$ cat src/rtl/qsg_pkg.sv
package qsg_pkg;

  // Phase pair packed as {A,B}
  typedef logic [1:0] ab_t;

  // Next quadrature state in the requested direction
  function automatic ab_t next_ab(ab_t cur, logic up);
    ab_t nxt;
    if (up) begin
      unique case (cur)
        2'b00:   nxt = 2'b10;
        2'b10:   nxt = 2'b11;
        2'b11:   nxt = 2'b01;
        default: nxt = 2'b00;
      endcase
    end else begin
      unique case (cur)
        2'b00:   nxt = 2'b01;
        2'b01:   nxt = 2'b11;
        2'b11:   nxt = 2'b10;
        default: nxt = 2'b00;
      endcase
    end
    return nxt;
  endfunction

  // Marker span in counts for a code
  function automatic logic [2:0] mark_span(logic [1:0] code);
    logic [2:0] s;
    unique case (code)
      2'd0:    s = 3'd0;
      2'd1:    s = 3'd1;
      2'd2:    s = 3'd2;
      default: s = 3'd4;
    endcase
    return s;
  endfunction

  // Counts the marker stays high after the final edge's own count
  function automatic logic [1:0] mark_extra(logic [1:0] code);
    logic [2:0] s;
    s = mark_span(code);
    return (s == 3'd0) ? 2'd0 : 2'(s - 3'd1);
  endfunction

endpackage

$ cat src/rtl/qsg_prescaler.sv
module qsg_prescaler #(
  parameter int COARSE_DIV = 33
) (
  input  logic clk,
  input  logic rst_n,
  input  logic restart,
  input  logic coarse,
  output logic tick
);
  generate
    if (COARSE_DIV > 1) begin : g_div
      localparam int DIV_W = $clog2(COARSE_DIV);
      localparam logic [DIV_W-1:0] LAST = DIV_W'(COARSE_DIV - 1);
      logic [DIV_W-1:0] cnt;

      always_ff @(posedge clk) begin
        if (!rst_n)          cnt <= '0;
        else if (restart)    cnt <= '0;
        else if (!coarse)    cnt <= '0;
        else if (cnt == LAST) cnt <= '0;
        else                 cnt <= cnt + 1'b1;
      end

      assign tick = coarse ? (cnt == LAST) : 1'b1;
    end else begin : g_nodiv
      logic unused_in;
      assign unused_in = &{1'b0, clk, rst_n, restart, coarse};
      assign tick = 1'b1;
    end
  endgenerate
endmodule

$ cat src/rtl/qsg_width_timer.sv
module qsg_width_timer #(
  parameter int WID_W = 24
) (
  input  logic             clk,
  input  logic             rst_n,
  input  logic             load,
  input  logic [WID_W-1:0] ld_width,
  input  logic             tick,
  input  logic             active,
  output logic             step
);
  logic [WID_W-1:0] reload_q;
  logic [WID_W-1:0] timer_q;

  // An edge is due when the timer has run out on a tick of a live move
  assign step = active && tick && (timer_q == '0) && !load;

  always_ff @(posedge clk) begin
    if (!rst_n) begin
      reload_q <= '0;
      timer_q  <= '0;
    end else if (load) begin
      reload_q <= ld_width;
      timer_q  <= ld_width;
    end else if (active && tick) begin
      if (timer_q == '0) timer_q <= reload_q;
      else               timer_q <= timer_q - 1'b1;
    end
  end
endmodule

$ cat src/rtl/qsg_move_counter.sv
module qsg_move_counter #(
  parameter int CNT_W = 24
) (
  input  logic             clk,
  input  logic             rst_n,
  input  logic             load,
  input  logic [CNT_W-1:0] ld_count,
  input  logic             ld_up,
  input  logic             step,
  output logic [CNT_W-1:0] remaining,
  output logic             active,
  output logic             up_dir,
  output logic             final_step,
  output logic             zero_load
);
  localparam logic [CNT_W-1:0] ONE = CNT_W'(1);

  logic [CNT_W-1:0] rem_q;

  assign remaining  = rem_q;
  assign active     = (rem_q != '0);
  assign final_step = step && (rem_q == ONE);
  assign zero_load  = load && (ld_count == '0);

  always_ff @(posedge clk) begin
    if (!rst_n) begin
      rem_q  <= '0;
      up_dir <= 1'b1;
    end else if (load) begin
      rem_q  <= ld_count;
      up_dir <= ld_up;
    end else if (step) begin
      rem_q  <= rem_q - 1'b1;
    end
  end
endmodule

$ cat src/rtl/qsg_phase_marker.sv
module qsg_phase_marker
  import qsg_pkg::*;
(
  input  logic       clk,
  input  logic       rst_n,
  input  logic       quad_clear,
  input  logic       load,
  input  logic [1:0] ld_mark_code,
  input  logic       ld_aux,
  input  logic       step,
  input  logic       final_step,
  input  logic       zero_load,
  input  logic       up_dir,
  output logic       phase_a,
  output logic       phase_b,
  output logic       marker,
  output logic       aux_out,
  output logic [1:0] code_q
);
  ab_t        ab_q;
  logic       aux_pend_q;
  logic [1:0] left_q;

  assign phase_a = ab_q[1];
  assign phase_b = ab_q[0];

  // Phase state
  always_ff @(posedge clk) begin
    if (!rst_n)          ab_q <= 2'b00;
    else if (quad_clear) ab_q <= 2'b00;
    else if (step)       ab_q <= next_ab(ab_q, up_dir);
  end

  // Per-move attributes latched at load
  always_ff @(posedge clk) begin
    if (!rst_n) begin
      code_q     <= 2'd0;
      aux_pend_q <= 1'b0;
    end else if (load) begin
      code_q     <= ld_mark_code;
      aux_pend_q <= ld_aux;
    end
  end

  // Auxiliary level: applied at completion of the move
  always_ff @(posedge clk) begin
    if (!rst_n)          aux_out <= 1'b0;
    else if (zero_load)  aux_out <= ld_aux;
    else if (final_step) aux_out <= aux_pend_q;
  end

  // Marker span: rises at a final edge, counted down on later edges
  always_ff @(posedge clk) begin
    if (!rst_n) begin
      marker <= 1'b0;
      left_q <= 2'd0;
    end else if (final_step) begin
      marker <= (code_q != 2'd0);
      left_q <= mark_extra(code_q);
    end else if (step && marker) begin
      if (left_q == 2'd0) marker <= 1'b0;
      else                left_q <= left_q - 1'b1;
    end
  end
endmodule

$ cat src/rtl/quad_step_gen.sv
module quad_step_gen #(
  parameter int CNT_W      = 24,
  parameter int WID_W      = 24,
  parameter int COARSE_DIV = 33
) (
  input  logic             clk,
  input  logic             rst_n,
  input  logic             quad_clear,
  input  logic             coarse_sel,
  input  logic             load,
  input  logic [CNT_W-1:0] ld_count,
  input  logic [WID_W-1:0] ld_width,
  input  logic             ld_up,
  input  logic [1:0]       ld_mark_code,
  input  logic             ld_aux,
  output logic             phase_a,
  output logic             phase_b,
  output logic             marker,
  output logic             aux_out,
  output logic [CNT_W-1:0] remaining,
  output logic             at_zero
);
  // Named internal events
  logic       tick;
  logic       step;
  logic       active;
  logic       up_dir;
  logic       final_step;
  logic       zero_load;
  logic [1:0] held_code;

  assign at_zero = !active;

  qsg_prescaler #(.COARSE_DIV(COARSE_DIV)) u_presc (
    .clk(clk), .rst_n(rst_n), .restart(load), .coarse(coarse_sel), .tick(tick)
  );

  qsg_width_timer #(.WID_W(WID_W)) u_timer (
    .clk(clk), .rst_n(rst_n), .load(load), .ld_width(ld_width),
    .tick(tick), .active(active), .step(step)
  );

  qsg_move_counter #(.CNT_W(CNT_W)) u_count (
    .clk(clk), .rst_n(rst_n), .load(load), .ld_count(ld_count), .ld_up(ld_up),
    .step(step), .remaining(remaining), .active(active), .up_dir(up_dir),
    .final_step(final_step), .zero_load(zero_load)
  );

  qsg_phase_marker u_phase (
    .clk(clk), .rst_n(rst_n), .quad_clear(quad_clear), .load(load),
    .ld_mark_code(ld_mark_code), .ld_aux(ld_aux), .step(step),
    .final_step(final_step), .zero_load(zero_load), .up_dir(up_dir),
    .phase_a(phase_a), .phase_b(phase_b), .marker(marker),
    .aux_out(aux_out), .code_q(held_code)
  );
endmodule

$ cat config.mk
export PLATFORM = sky130hd
export DESIGN_NAME = quad_step_gen
export DESIGN_NICKNAME = d
export VERILOG_FILES = /design/src/rtl/qsg_pkg.sv /design/src/rtl/qsg_prescaler.sv /design/src/rtl/qsg_width_timer.sv /design/src/rtl/qsg_move_counter.sv /design/src/rtl/qsg_phase_marker.sv /design/src/rtl/quad_step_gen.sv
export SDC_FILE = /design/constraint.sdc
export NUM_CORES = 1
export LEC_CHECK = 0
export BUFFER_PORTS_ARGS = -buffer_cell sky130_fd_sc_hd__buf_2
export CORE_MARGIN = 3
export CORE_UTILIZATION = 51
export CTS_BUF_LIST = sky130_fd_sc_hd__clkbuf_16
export CTS_CLUSTER_SIZE = 30
export DETAILED_ROUTE_END_ITERATION = 10
export PLACE_DENSITY = 0.81
export SLEW_MARGIN = 0
export SYNTH_ARGS = -nofsm -noshare
export SYNTH_HDL_FRONTEND = slang
export SYNTH_HIERARCHICAL = 1
export SYNTH_SLANG_ARGS = --single-unit
$ cat constraint.sdc
create_clock -name clk -period 3.4 [get_ports clk]
set_input_delay 0.34 -clock clk [delete_from_list [all_inputs] [get_ports clk]]
set_output_delay 0.34 -clock clk [all_outputs]
set_load 0.02 [all_outputs]
; ---- Word level (Yosys, flattened, before mapping)
; Cells that the tools add are included.
[totals]
rom_bits = 0
out_inout_bits = 29
in_bits = 57
mem_count = 0
reg_bits = 88
elab_cells = 72
latchBits = 0
mem_bits_rw = 0
[classes]
n_reduce_logical = 25
bitwise_logic = 2
multipliers = 0
n_addsub = 5
div = 0
n_shift = 0
eq_ne = 8
n_lt_le_gt_ge = 0
mux = 21
[ops]
columns = op, n
row1 = 24-bit two-way mux, 5
row2 = 24-bit logical NOT, 2
row3 = "24-bit by 1-bit subtractor with 24-bit output, second input constant", 2
row4 = "24-bit by 1-bit == test with 1-bit output, second input constant", 1
row5 = 24-bit nonzero test, 1
row6 = 2-bit one-hot mux with 3 select lines, 2
row7 = 2-bit nonzero test, 6
row8 = 2-bit two-way mux, 5
row9 = 3-bit one-hot mux with 3 select lines, 1
row10 = "6-bit by 1-bit adder with 6-bit output, second input constant", 1
row11 = "2-bit == test, second input constant", 3
row12 = "6-bit == test, second input constant", 1
row13 = 1-bit logical AND, 6
row14 = 2-bit logical NOT, 3
row15 = 1-bit two-way mux, 6
row16 = 3-bit two-way mux, 2
row17 = "2-bit by 1-bit == test with 1-bit output, second input constant", 2
row18 = 2-bit AND reduction, 2
row19 = 4-bit OR reduction, 1
row20 = "2-bit by 1-bit subtractor with 2-bit output, second input constant", 2
row21 = 3-bit logical NOT, 1
row22 = 1-bit logical NOT, 2
row23 = "2-bit != test, second input constant", 1
row24 = 1-bit inverter, 2
row25 = 2-bit OR reduction, 1

; ---- Longest topological paths before layout
[logic_depth]
depth_word = 11
ltp_mapped = 14
depth_no_buf = 11

; ---- Cells and area by module
; The synthesis kept the hierarchy.
[modules_own_cells]
columns = mod, area_each_um2, n_inst, seq_area_each_um2, cells_each
row1 = qsg_width_timer, 2700.1, 1, 960.9, 333
row2 = qsg_move_counter, 1423.9, 1, 500.5, 175
row3 = qsg_phase_marker, 399.1, 1, 180.2, 42
row4 = qsg_prescaler, 285.3, 1, 120.1, 30
row5 = quad_step_gen, 3.8, 1, 0.0, 1

; ---- Least setup slack after synthesis
; OpenSTA, ideal clock, no wires.
[synth_path]
path_kind = reg2reg
from = register u_count.rem_q[14], in the netlist u_count/remaining[14]
to = register u_count.rem_q[13], in the netlist u_count/remaining[13]
path_stages_with_launch = 15
setup_time_ns = 0.122
period_less_slack_ns = 3.488
arrival_ns = 3.366
setup_slack_ns = -0.088
path_buffers = 3
required_time_ns = 3.278
path_cell_list = dfxtp_1 or4_4 or4_1 buf_2 nor4_1 nand2_1 and2_1 clkbuf_1 nand2_1 nor2_1 nor3b_1 nand2_1 clkbuf_1 nor4_1 o311a_1
[synth_between]
elab_chain_cells = 5
[synth_lines]
columns = item, line
row1 = from (decl), qsg_move_counter.sv:18  ; logic [CNT_W-1:0] rem_q;
row2 = from (signal assigned), qsg_move_counter.sv:30  ; rem_q <= ld_count;
row3 = from (signal assigned), qsg_move_counter.sv:33  ; rem_q <= rem_q - 1'b1;
row4 = 24-bit nonzero test, qsg_move_counter.sv:21  ; assign active = (rem_q != '0);
row5 = named net active, quad_step_gen.sv:26  ; logic active;
row6 = 1-bit logical AND (3 in a row), qsg_width_timer.sv:16  ; assign step = active && tick && (timer_q == '0) && !load;
row7 = named net step, quad_step_gen.sv:25  ; logic step;
row8 = 2-bit nonzero test (no source line), n/a
; The timed path passes the listed nets, and every way through them passes these cells.
; A chain may end at the register's enable or synchronous reset.

; ---- Final worst setup path
[layout_path]
from = register u_count.rem_q[14], in the netlist u_count/remaining[14]
to = register u_phase.left_q[1]
[layout_between]
elab_chain_cells = 7
word_cells_on_any_way = 11
classes_between = 2 x eq/ne / 1 x mux / 8 x reduce/logical
[layout_lines]
columns = item, line
row1 = 24-bit nonzero test *, qsg_move_counter.sv:21
row2 = named net active, quad_step_gen.sv:26
row3 = 1-bit logical AND * (3 in a row), qsg_width_timer.sv:16
row4 = named net step, quad_step_gen.sv:25
row5 = 1-bit logical AND *, qsg_move_counter.sv:22  ; assign final_step = step && (rem_q == ONE);
row6 = named net final_step, quad_step_gen.sv:28  ; logic final_step;
row7 = 2-bit != test (no source line) / 2-bit nonzero test (equally long branches), n/a
row8 = 2-bit AND reduction (no source line), n/a
row9 = to (signal assigned), qsg_phase_marker.sv:59  ; left_q <= mark_extra(code_q);
row10 = to (signal assigned), qsg_phase_marker.sv:62  ; else left_q <= left_q - 1'b1;
row11 = to (decl), qsg_phase_marker.sv:22  ; logic [1:0] left_q;
; Mark *: on every way through the listed nets, which the timed path passes. The rest lies on a longest branch.

==> results.tsv <==
metric	value	unit
internal-power	1831	uW
ant_nets	0	
hold_buffers	0	
reg2reg_depth	11	
drv_cap	0	
layout.nets	727	
ios	86	
fmax	305.0	MHz
synth_fp_nets	646	
reg2reg_slack	0.12	ns
grt_pass1_vias	4510	
core	8934	um2
yosys_warnings	6	
syn2layout_area_growth	17.29	%
maxSlewHeadroom	0.5043	
yosysMostFrequentCell	dfxtp_1	
drt_wl_total	12840	um
path_buf_inv	1	
grt_use_total	0.2428	
cp-endpoint	u_phase/left_q[1]	
swShare	0.2813	
fin_crit	3.279	ns
worstSetupPathType	reg -> reg	
synth_ff_type	dfxtp_1	
cp_data_arrival_time	3.53	ns
seqPwrFrac	0.458	
clockBufferDepth	2	
timing.final.ws_setup	0.1209	ns
fin_crit_sh	0.9644	
worstPathCellList	or4_4 > or4_1 > nor4_2 > nand2_1 > and2_1 > nand2_1 > nor2_2 > buf_4 > and3_1 > or3_1 > o211ai_1	
hold_class	in -> reg	
final-hold-violation-count	0	
start_util	0.5387	
cpMaxStageDelayCell	or4_4	
grt_pass1_wl	20750	um
netlist_top_cells_count	dfxtp_1 (88), o21ai_0 (52), nand2_1 (51), nor2_1 (51), a21oi_1 (38)	
pre_cts_slack	0.1310	ns
ys_seq_area_frac	0.3661	
max_stage_delay	0.56	ns
cts_setup_buffers	0	
power	2548	uW
synth-async-reset-ratio	0	
diodes	0	
yosys-top-cells-area	dfxtp_1 (37%), o21ai_0 (5.4%), mux2i_1 (5.0%)	
leakage	0.002295	uW
synth_cell_types	74	
power_frac_clock	0.371	
cp_top_family	simple AND/OR/NAND/NOR gates	
outcome	finished clean	
numClockSinks	88	
num_rows	34	
tightestPinTransition	0.7435	ns
die_h	103.1	um
antenna_found_initial	0	
switchingPower	716.6	uW
ir_worst_vdd	0.0002922	V
fin_worst_skew	0.007640	ns
clkLatencyLatePin	0.34	ns
synthCells	581	
yosys.area.top_type_share	0.3661	
r2r_start	u_count/remaining[14]	
path_depth	11	
io_buffers	85	
power_density	451.4	nW/um2
synth_top_area_cell	dfxtp_1	
crit_start	u_count/remaining[14]	
report.final.slew_viol_count	0	
worst_setup_path_start_kind	register	
cts_made_buffers	9	
cp-end-kind	register	
vias	4723	
critPathRequiredTime	3.65	ns
clkSlewWorstSetupHoldPaths	0.06	ns
post-route-drc-count	0	
overflow	0	
r2r_end	u_phase/left_q[1]	
vias_per_cell	6.110	
grt_max_degree	58	
drt_iter0_drc	208	
p_comb_frac	0.171	
dieArea	10640	um2
first_pass_iters	5	
utilization	0.6318	
gp_congestion	0.8759	
cts_tree	done	
path_common_cell	nand2_1	
drive_above_1_share	0.2150	
fin_setup_tns	0	ns
wire_per_inst	16.61	um
synth_edf_count	0	
finalSetupViolations	0	
htreeDepth	3	
netlist_area	4812	um2
rsz0062_at_grt	false	
ctsResizeCount	0	
worst-path-max-fanout	10	
cts-root-buf	clkbuf_16	
ys_seq_elements	88	
fp.dieW	103.1	um
synth_area_per_cell	8.282	um2
dp_hpwl	8853	um
[tightest hold or removal path, delay by kind of cell]
family | cells | cell delay, ns
buffers and inverters | 1 | 0.08
multiplexers | 1 | 0.06
AND/OR/NAND/NOR | 1 | 0.06
[kinds of logic (layout without fill, tap and decap cells)]
kind of cell | after synthesis | after routing | synth area share
simple gates | 226 | 226 | 0.2624
xor+xnor | 25 | 25 | 0.04550
flops | 88 | 88 | 0.3661
buf+inv | 47 | 131 | 0.04056
fa+ha+maj | 8 | 8 | 0.02080
mux | 26 | 26 | 0.05460
compound gates | 161 | 161 | 0.2101
[per-stage QoR]
step,hold slack [ns],cells,area [um2]
after global placement,0.4526,759,5356
after global routing,0.2622,773,5644
after CTS,0.2221,773,5633
after detailed placement,0.4591,759,5356
after floorplan,0.4398,581,4816
final,0.2323,773,5644
[worst min-delay path by stage]
stage                              start                    to  slack [ns]  cells after the start
floorplan           u_presc/g_div.cnt[0]  u_presc/g_div.cnt[0]        0.44                      1
global placement    u_presc/g_div.cnt[0]  u_presc/g_div.cnt[0]        0.45                      1
detailed placement   u_timer/reload_q[3]   u_timer/reload_q[3]        0.46                      2
CTS                                ld_up        u_count/up_dir        0.22                      3
global route                       ld_up        u_count/up_dir        0.26                      3
finish                             ld_up        u_count/up_dir        0.23                      3
[state kept, by name (all words and copies together) (netlist names)]
register and cells:
u_count/remaining 24, u_timer/reload_q 24, u_timer/timer_q 24, u_presc/g_div.cnt 6, u_phase/ab_q 2, u_phase/code_q 2
u_phase/left_q 2, u_count/up_dir 1, u_phase/aux_out 1, u_phase/aux_pend_q 1, u_phase/marker 1
[cell type report]
type / count / area [um2]
Fill cell: 781 / 3289
Multi-Input combinational cell: 446 / 2869
Sequential cell: 88 / 1762
Timing Repair Buffer: 100 / 538.0
Clock buffer: 9 / 225.2
Tap cell: 108 / 135.1
Inverter: 17 / 63.81
Clock inverter: 5 / 51.30
[cells in the final DEF, fill, tap and decap left out, drive strengths merged, types with 16 or more instances in the layout]
cell,n
nor3,16
nor4,19
nor2,52
nand2,51
dfxtp,88
a21oi,40
inv,18
mux2i,24
o21ai,53
buf,100
[power groups by stage]
stage,Sequential [uW],Combinational (uW),Clock [uW]
after floorplan,1190,273,0
after global placement,1180,414,0
after detailed placement,1190,427,0
after CTS,1170,432,959
after global routing,1180,480,998
final,1170,436,944
[metal layers]
layer | up-vias | global-route usage | wire, um
met5 | - | 0 | 0
met4 | 0 | 0.06673 | 160
met3 | 21 | 0.06292 | 926
met2 | 190 | 0.4248 | 6398
met1 | 2201 | 0.2945 | 5355
li1 | 2311 | - | -
(Power assumes the default switching activity.)
